===== config.mk =====
export PLATFORM = sky130hd
export DESIGN_NAME = gpio_port
export DESIGN_NICKNAME = d
export VERILOG_FILES = /design/src/rtl/gpio_pkg.sv /design/src/rtl/gpio_ctrl.sv /design/src/rtl/gpio_datapath.sv /design/src/rtl/gpio_port.sv
export SDC_FILE = /design/constraint.sdc
export NUM_CORES = 1
export LEC_CHECK = 0
export BUFFER_PORTS_ARGS = -buffer_cell sky130_fd_sc_hd__buf_2
export CAP_MARGIN = 40
export CORE_MARGIN = 4
export CORE_UTILIZATION = 45
export DETAILED_ROUTE_END_ITERATION = 8
export PLACE_DENSITY_LB_ADDON = 0.08
export SETUP_SLACK_MARGIN = 0.1
export SLEW_MARGIN = 20
export SYNTH_ARGS = -nofsm -noshare
export SYNTH_HDL_FRONTEND = slang
export SYNTH_SLANG_ARGS = --single-unit

===== constraint.sdc =====
create_clock -name clk -period 2.1 [get_ports clk]
set_input_delay 0.42 -clock clk [delete_from_list [all_inputs] [get_ports clk]]
set_output_delay 0.42 -clock clk [all_outputs]
set_load 0.02 [all_outputs]

===== src/rtl/gpio_pkg.sv =====
package gpio_pkg;
  localparam logic [1:0] ADDR_PIN = 2'd0;
  localparam logic [1:0] ADDR_LAT = 2'd1;
  localparam logic [1:0] ADDR_DIR = 2'd2;

  typedef enum logic [1:0] {
    SEL_PIN  = 2'd0,
    SEL_LAT  = 2'd1,
    SEL_DIR  = 2'd2,
    SEL_NONE = 2'd3
  } rdSel_e;

  typedef struct packed {
    logic   latWe;
    logic   dirWe;
    rdSel_e rdSel;
  } gpioStrobe_t;
endpackage


===== src/rtl/gpio_ctrl.sv =====
module gpio_ctrl
  import gpio_pkg::*;
(
  input  logic [1:0]  busAddr,
  input  logic        busWe,
  output gpioStrobe_t strobe
);
  always_comb begin
    strobe = '{latWe: 1'b0, dirWe: 1'b0, rdSel: SEL_NONE};
    unique case (busAddr)
      ADDR_PIN: begin
        strobe.rdSel = SEL_PIN;
        strobe.latWe = busWe;
      end
      ADDR_LAT: begin
        strobe.rdSel = SEL_LAT;
        strobe.latWe = busWe;
      end
      ADDR_DIR: begin
        strobe.rdSel = SEL_DIR;
        strobe.dirWe = busWe;
      end
      default: strobe.rdSel = SEL_NONE;
    endcase
  end
endmodule


===== src/rtl/gpio_datapath.sv =====
module gpio_datapath
  import gpio_pkg::*;
#(
  parameter int WIDTH       = 7,
  parameter int DATA_W      = 8,
  parameter int OD_BIT      = 4,
  parameter int SYNC_STAGES = 2
) (
  input  logic              clk,
  input  logic              rstN,
  input  gpioStrobe_t       strobe,
  input  logic [DATA_W-1:0] busWdata,
  input  logic [WIDTH-1:0]  analogMask,
  input  logic [WIDTH-1:0]  padIn,
  output logic [DATA_W-1:0] busRdata,
  output logic [WIDTH-1:0]  padOe,
  output logic [WIDTH-1:0]  padOut
);
  localparam int PAD_W = DATA_W - WIDTH;

  logic [WIDTH-1:0] dirReg;
  logic [WIDTH-1:0] latReg;
  logic [WIDTH-1:0] syncStage [SYNC_STAGES];
  logic [WIDTH-1:0] pinLevel;

  always_ff @(posedge clk) begin
    if (!rstN) begin
      dirReg <= '1;
      latReg <= '0;
    end else begin
      if (strobe.dirWe) dirReg <= busWdata[WIDTH-1:0];
      if (strobe.latWe) latReg <= busWdata[WIDTH-1:0];
    end
  end

  genvar s;
  generate
    for (s = 0; s < SYNC_STAGES; s++) begin : g_sync
      always_ff @(posedge clk) begin
        if (!rstN) syncStage[s] <= '0;
        else if (s == 0) syncStage[s] <= padIn;
        else syncStage[s] <= syncStage[(s == 0) ? 0 : s-1];
      end
    end
  endgenerate

  assign pinLevel = syncStage[SYNC_STAGES-1] & ~analogMask;

  genvar p;
  generate
    for (p = 0; p < WIDTH; p++) begin : g_pad
      if (p == OD_BIT) begin : g_od
        assign padOe[p]  = ~dirReg[p] & ~latReg[p];
        assign padOut[p] = 1'b0;
      end else begin : g_pp
        assign padOe[p]  = ~dirReg[p];
        assign padOut[p] = latReg[p];
      end
    end
  endgenerate

  always_comb begin
    unique case (strobe.rdSel)
      SEL_PIN: busRdata = {{PAD_W{1'b0}}, pinLevel};
      SEL_LAT: busRdata = {{PAD_W{1'b0}}, latReg};
      SEL_DIR: busRdata = {{PAD_W{1'b0}}, dirReg};
      default: busRdata = '0;
    endcase
  end
endmodule


===== src/rtl/gpio_port.sv =====
module gpio_port
  import gpio_pkg::*;
#(
  parameter int WIDTH       = 7,
  parameter int DATA_W      = 8,
  parameter int OD_BIT      = 4,
  parameter int SYNC_STAGES = 2
) (
  input  logic              clk,
  input  logic              rstN,
  input  logic [1:0]        busAddr,
  input  logic              busWe,
  input  logic [DATA_W-1:0] busWdata,
  output logic [DATA_W-1:0] busRdata,
  input  logic [WIDTH-1:0]  analogMask,
  input  logic [WIDTH-1:0]  padIn,
  output logic [WIDTH-1:0]  padOe,
  output logic [WIDTH-1:0]  padOut
);
  gpioStrobe_t strobe;

  gpio_ctrl ctrl_i (
    .busAddr(busAddr),
    .busWe  (busWe),
    .strobe (strobe)
  );

  gpio_datapath #(
    .WIDTH(WIDTH), .DATA_W(DATA_W), .OD_BIT(OD_BIT), .SYNC_STAGES(SYNC_STAGES)
  ) dp_i (
    .clk       (clk),
    .rstN      (rstN),
    .strobe    (strobe),
    .busWdata  (busWdata),
    .analogMask(analogMask),
    .padIn     (padIn),
    .busRdata  (busRdata),
    .padOe     (padOe),
    .padOut    (padOut)
  );
endmodule


== Word level (Yosys, flattened, before mapping) ==
Memories as Yosys holds them, arrays and structs flattened.
Cells that the tools add are included.

* Register bits: 14
* Input bits: 27
* Memories: 1
* Word-level logic and storage cells: 31
* Bits in writable memories: 14

{| class="wikitable"
|+ Memory list
! name !! words !! bits a word !! rd ports !! clocked after memory_dff !! write ports !! line !! source
|-
| dp_i.syncStage || 2 || 7 || 2 || 0 || 2 || gpio_datapath.sv:23 || <nowiki>logic [WIDTH-1:0] syncStage [SYNC_STAGES];</nowiki>
|}

* Reduce and logical (&&, ||, !) cells: 3
* Bitwise logic cells: 13
* Equality and inequality tests: 4
* Muxes and demuxes: 8

{| class="wikitable"
|+ Operators with widths
! kind !! number
|-
| 7-bit case mux with 3 select lines || 1
|-
| 7-bit 2-to-1 mux || 2
|-
| 1-bit NOT || 8
|-
| 7-bit AND || 1
|-
| 7-bit NOT || 1
|-
| 2-bit case mux with 3 select lines || 1
|-
| 2-bit by 1-bit == test with 1-bit output (second input constant) || 2
|-
| 2-bit == test (second input constant) || 2
|-
| 2-bit zero test || 2
|-
| 1-bit 2-to-1 mux || 4
|-
| 1-bit OR || 2
|-
| 2-bit OR reduction || 1
|-
| 1-bit AND || 1
|}

== Longest topological paths before layout ==
Gate-level depths: netlist of the first run.

* Word-level depth: 4
* Mapped depth: 6
* Depth with buffers taken out: 3

== Modules after synthesis ==
From an unflattened synthesis of the first run, not the netlist that was laid out.

* Cell total of the unflattened synthesis: 127
* Area total of the unflattened synthesis: 1208.7 sq um

{| class="wikitable"
|+ By module, submodules not included
! module !! cells each !! sequential area each (sq um) !! times used !! area each (sq um)
|-
| gpio_datapath || 123 || 560.5 || 1 || 1186.1
|-
| gpio_ctrl || 4 || 0.0 || 1 || 22.5
|}

== Worst setup path after synthesis of the first run ==
OpenSTA, ideal clock, no wires.

* Path type: in2out
* Start: in busAddr[0]
* End: out busRdata[1]
* Stages on the path: 4
* Required time: 1.680 ns
* Slack: 0.394 ns
* Data arrival time: 1.286 ns
* Buffers on the path: 1
* Cells stage by stage: buf_2 nor3b_1 a21oi_1 o21ai_0

* Word-level cells in the longest chain between the ends: 4
* Elaborated cells between the ends (all ways): 8

{| class="wikitable"
|+ Ends and longest elaborated chain
! what !! line !! source
|-
| from (decl) || gpio_port.sv:11 || <nowiki>input logic [1:0] busAddr,</nowiki>
|-
| 2-bit == test (tied with other cells) || gpio_ctrl.sv:10 || <nowiki>unique case (busAddr)</nowiki>
|-
| 2-bit case mux with 3 select lines (*) || gpio_ctrl.sv:10 ||
|-
| 2-bit == test (tied with other cells) || gpio_datapath.sv:63 || <nowiki>unique case (strobe.rdSel)</nowiki>
|-
| 7-bit case mux with 3 select lines (*) || gpio_datapath.sv:63 ||
|-
| to (decl) || gpio_port.sv:14 || <nowiki>output logic [DATA_W-1:0] busRdata,</nowiki>
|}

Every way passes the cells marked *; elsewhere a longest branch is shown, timed or not.

== Worst setup path in the final report of the first run ==
* Start: in busAddr[0]
* End: out busRdata[2]

The elaborated chain is that of the path after synthesis.

==> results of run 1 <==
-- cells in the mapped netlist --
master / instances / area [um2]
buf_4: 9 / 67.6
and2_1: 14 / 87.6
and3b_1: 1 / 8.76
o211ai_2: 7 / 87.6
nor2b_1: 8 / 50.1
buf_2: 3 / 15.0
inv_1: 7 / 26.3
nor2_1: 1 / 3.75
buf_6: 2 / 22.5
mux2i_1: 7 / 70.1
dfxtp_1: 28 / 561
nand2_1: 11 / 41.3
nor3b_1: 7 / 52.6
o21ai_0: 7 / 35.0
nand2b_1: 1 / 6.26
clkbuf_1: 2 / 7.51
nand2_2: 3 / 18.8
conb_1: 1 / 3.75
a21oi_1: 7 / 35.0
-- cell type report --
| type | instances | area share, % |
|---|---|---|
| Clock buffer | 3 | 1.62 |
| Inverter | 7 | 1.89 |
| Multi-Input combinational cell | 76 | 36.2 |
| Sequential cell | 28 | 40.3 |
| Tap cell | 30 | 2.70 |
| Timing Repair Buffer | 47 | 17.3 |
-- power breakdown --
| group | total (mW) | leakage (nW) | internal (mW) | switching (mW) |
|---|---|---|---|---|
| sequential | 0.567 | 0.231 | 0.557 | 0.0101 |
| combinational | 0.156 | 0.458 | 0.0647 | 0.0912 |
| clock | 0.209 | 0.0138 | 0.0670 | 0.142 |
-- path summary, 6_finish.rpt --
kind,startpoint,endpoint,slack [ps],cells after the start
max,busAddr[0],busRdata[2],330,6
min,padIn[1],dp_i.syncStage[0][1],300,2
max reg2reg,dp_i.dirReg[4],dp_i.dirReg[4],1460,2
min reg2reg,dp_i.syncStage[0][4],dp_i.syncStage[1][4],450,1
-- stage by stage --
stage / power (mW) / area (um2) / util (%) / setup WS (ps) / std cells
final: 0.932 / 1390 / 55.7 / 329 / 191
after global routing: 0.980 / 1390 / 55.7 / 231 / 191
after CTS: 0.945 / 1390 / 55.7 / 325 / 191
after detailed placement: 0.737 / 1370 / 54.8 / 326 / 188
after global placement: 0.734 / 1370 / 54.8 / 327 / 188
after floorplan: 0.689 / 1200 / - / 394 / 127
-- flip-flops by register name, summed over array words and instances (netlist names) --
name	flops
dp_i.syncStage	14
dp_i.dirReg	7
dp_i.latReg	7
-- critical path: stages --
cell and delay [ps]:
buf_2 200, nor2b_1 210, buf_4 180, nand2_1 60, o21ai_0 80, buf_2 200
-- routing by layer --
metal / global-route usage [%] / up-vias / routed length, um / share of wire (%)
met3: 2.40 / 2 / 160 / 6.7
met2: 24.2 / 25 / 1170 / 49
met1: 17.6 / 416 / 1020 / 43
li1: - / 469 / - / -
met4: 4.75 / 0 / 15 / 0.63
met5: 0 / - / 0 / 0
-- logic make-up after synthesis --
kind of cell,Yosys count,synth area share (%)
AOI/OAI and AO/OA,21,13.1
buffers and inverters,23,11.6
DFF,28,46.7
muxes,7,5.84
other,1,0.313
and+or+nand+nor,46,22.4
==> impl_metrics.yaml, run 1 <==
clock_tree:
  cts_tree: "yes"
  root_buffer: "clkbuf_4"
  cts.sink_count: 28
  htree_levels: 1
  cts_hold_buf: 0
  post_cts_buffers: 0
  cts_resized: 0
  clockBufferDepth: 2
  clkLatencyLatePin_ps: 310
  numCtsBuffers: 3
  clkTransAtPathRegs_ps: 130
grt:
  grt_pass1_vias: 843
  overflow: 0
  grt_max_degree: 29
  grt_first_pass_wirelength_um: 3800
  antenna_found_initial: 0
  grtUsageTotal_pct: 14.0
floorplan:
  io_pins: 49
  core_area_um2: 2500
  core.rowCount: 18
  die-width_um: 59.6
  die_h_um: 59.6
  die-area_um2: 3560
  start_util_pct: 48.0
routing:
  ant_nets: 0
  wl_per_cell_um: 12.4
  dr.pass1.iters: 4
  drc: 0
  wl_um: 2380
  vias: 912
  drtIter0Drc: 19
  vias_per_cell: 4.77
synthesis:
  synth_area_um2: 1200
  netlist_instances: 126
  ys_types: 19
  ys_seq_elements: 28
  yosys_warnings: 0
  ys_seq_area_share_pct: 46.7
  avgSynthCellArea_um2: 9.52
finish:
  drive_gt1_share_pct: 37.3
  n_antenna_cell: 0
  fin_nets: 190
  seqCellArea_um2: 561
  fill_cells: 265
  multi_input_area_um2: 504
  mostFrequentLayoutCells: "buf_2, dfxtp_1, and2_1, nand2_1, nor2b_1"
  syn_to_final_growth_pct: 16.0
  final_common_cell: "buf_2"
placed_design:
  gp_congestion: 0.719
  dpl.hpwl_um: 1750
  portBuffers: 45
timing:
  setup-violations-final: 0
  rsz0062_at_grt: "false"
  whs_ps: 299
  slew_headroom_pct: 66.6
  period_needed_ps: 1770
  worst_pin_slew_ps: 501
  drv_slew: 0
  finalCritPeriodShare_pct: 84.3
  tns_ps: 0
  hold_viol: 0
  fmax_mhz: 565
  skew_ps: 0.662
critical_path:
  path_class: "in -> out"
  cp.arrival_ps: 1350
  worstSetupEndpointType: "output pin"
  worstPathMaxFanout: 16
  startpoint_type: "input pin"
  worstPathRequired_ps: 1680
power_and_ir_drop:
  leakage_nw: 0.702
  cellPowerDensity_nw_per_um2: 670
  vdd_drop_max_v: 0.000432
job:
  max_cap_viol_count: 0
worst_hold_path:
  hold_class: "in -> reg"
run_status:
  status: "finished, final reports clean"
(Power assumes the default switching activity.)
==> run 2: changes to the inputs <==
==> constraint.sdc (replaced) <==
create_clock -name clk -period 1.69 [get_ports clk]
set_input_delay 0.338 -clock clk [delete_from_list [all_inputs] [get_ports clk]]
set_output_delay 0.338 -clock clk [all_outputs]
set_load 0.02 [all_outputs]
==> run 2 against run 1 <==
Net effect: via count up 0.99%; cell area rose by 5.6%; final cell count is 1.0% higher; first-iteration DRC count rose by 11%; worst hold slack got worse by 100 ps; register-to-register slack lost 430 ps; sequential share of layout area fell by 1.9 points; sequential power increased by 25%; flip-flop and latch count unchanged; die area unchanged; setup slack worse by 160 ps; clock skew hardly changed.
==> impl_metrics.yaml, run 2 (synthesis results as in run 1) <==
routing:
  vias: 921
  wl_per_cell_um: 12.7
  vias_per_cell: 4.77
  wl_um: 2460
  drtIter0Drc: 21
  dr.pass1.iters: 4
  drc: 0
  ant_nets: 0
placed_design:
  dp.cells: 190
  dpl.hpwl_um: 1790
  gp_congestion: 0.724
  portBuffers: 45
power_and_ir_drop:
  p_total_mw: 1.19
  leakage_nw: 0.729
  cellPowerDensity_nw_per_um2: 813
  vdd_drop_max_v: 0.000553
floorplan:
  start_util_pct: 48.0
  io_pins: 49
  core_area_um2: 2500
  die-width_um: 59.6
  die-area_um2: 3560
  die_h_um: 59.6
  core.rowCount: 18
critical_path:
  startpoint_type: "input pin"
  crit_top_cell: "buf_4"
  cp_cell_sequence: "clkbuf_4 -> nor2b_1 -> buf_4 -> nand2_1 -> o21ai_1 -> buf_4"
  slowest_stage: "clkbuf_4"
  worstSetupEndpointType: "output pin"
  cp.arrival_ps: 1180
  worstPathRequired_ps: 1350
  cp_slowest_stage_delay_ps: 220
  path_class: "in -> out"
  worstPathMaxFanout: 16
grt:
  grt_max_degree: 29
  grt_first_pass_wirelength_um: 3910
  grt_pass1_vias: 858
  overflow: 0
  antenna_found_initial: 0
  grtUsageTotal_pct: 14.7
clock_tree:
  cts_tree: "yes"
  htree_levels: 1
  post_cts_buffers: 0
  cts.sink_count: 28
  numCtsBuffers: 3
  root_buffer: "clkbuf_4"
  clockBufferDepth: 2
  clkTransAtPathRegs_ps: 140
  clkLatencyLatePin_ps: 330
timing:
  tns_ps: 0
  setup-violations-final: 0
  drv_slew: 0
  hold_viol: 0
  rsz0062_at_grt: "true"
  skew_ps: 1.14
  period_needed_ps: 1520
  finalCritPeriodShare_pct: 90.1
  fmax_mhz: 657
finish:
  largest_reg_flops: 14
  n_antenna_cell: 0
  syn_to_final_growth_pct: 22.4
  drive_gt1_share_pct: 44.2
  final_common_cell: "buf_2"
  top_regs: "dp_i.syncStage: 14 flops, dp_i.dirReg: 7 flops, dp_i.latReg: 7 flops"
  mostFrequentLayoutCells: "buf_2, dfxtp_1, and2_1, nand2_1, buf_4"
  fill_cells: 229
  regMostFlops: "dp_i.syncStage"
  fin_nets: 192
  post_layout_nonfiller_instances: 193
job:
  max_cap_viol_count: 0
worst_hold_path:
  hold_class: "in -> reg"
run_status:
  status: "finished, final reports clean"
-- run 2: changes by cell type in the layout (fill, tap and decap cells not counted), moves of 6 or more --
| cell | previous run | this run |
|---|---|---|
| buf_2 | 45 | 38 |
| o21ai_0 | 7 | 0 |
| nor3b_1 | 7 | 0 |
| buf_4 | 2 | 10 |
| o21ai_1 | 0 | 7 |
| nor3b_2 | 0 | 6 |
-- run 2: final cells by class --
class | count | area (um2) | share of cell area, %
Tap cell | 30 | 37.5 | 2.56
Clock buffer | 3 | 22.5 | 1.53
Multi-Input combinational cell | 76 | 546 | 37.1
Sequential cell | 28 | 564 | 38.4
Timing Repair Buffer | 49 | 273 | 18.6
Inverter | 7 | 26.3 | 1.79
-- run 2: path summary, 6_finish.rpt --
path	start	to	slack (ps)	cells after the start
hold / removal	padIn[1]	dp_i.syncStage[0][1]	200	2
hold reg to reg	dp_i.syncStage[0][2]	dp_i.syncStage[1][2]	450	1
setup reg to reg	dp_i.dirReg[4]	dp_i.dirReg[4]	1030	2
setup / recovery	busAddr[0]	busRdata[4]	170	6
-- run 2: report_power, final --
group | switching [mW] | total [mW] | internal, mW
combinational | 0.119 | 0.212 | 0.0926
clock | 0.192 | 0.276 | 0.0840
sequential | 0.0127 | 0.706 | 0.693
total | 0.324 | 1.19 | 0.869
-- run 2: per-stage QoR --
step / hold WS (ps) / area (um2) / worst slack (ps) / util (%)
after floorplan: 412 / 1200 / 148 / -
after detailed placement: 418 / 1380 / 131 / 55.4
after CTS: 186 / 1420 / 103 / 57.0
after global routing: 197 / 1470 / 56.2 / 58.8
after global placement: 414 / 1380 / 143 / 55.4
final: 196 / 1470 / 167 / 58.8
-- run 2: worst max-delay path: cells and delay by family --
family,cells,cell delay [ps]
AOI/OAI and AO/OA,1,90
and+or+nand+nor,2,210
buffers and inverters,3,550
-- run 2: repair_timing --
item                                    in CTS  in global routing
hold buffers                                 0                  0
pin swaps                                    0                  1
hold endpoints to repair                     0                  0
endpoints found under the setup margin       5                  7
resized for setup                            7                 18
gates cloned                                 0                  0
-- run 2: metal layers --
layer  GRT usage [%]  share of wire [%]  up-vias  routed length [um]
met5               0                  0        -                   0
met4            8.54                2.1        0                  52
met3            3.05                7.9        5                 195
met2            23.2                 48       28                1170
met1            18.3                 42      416                1040
li1                -                  -      472                   -
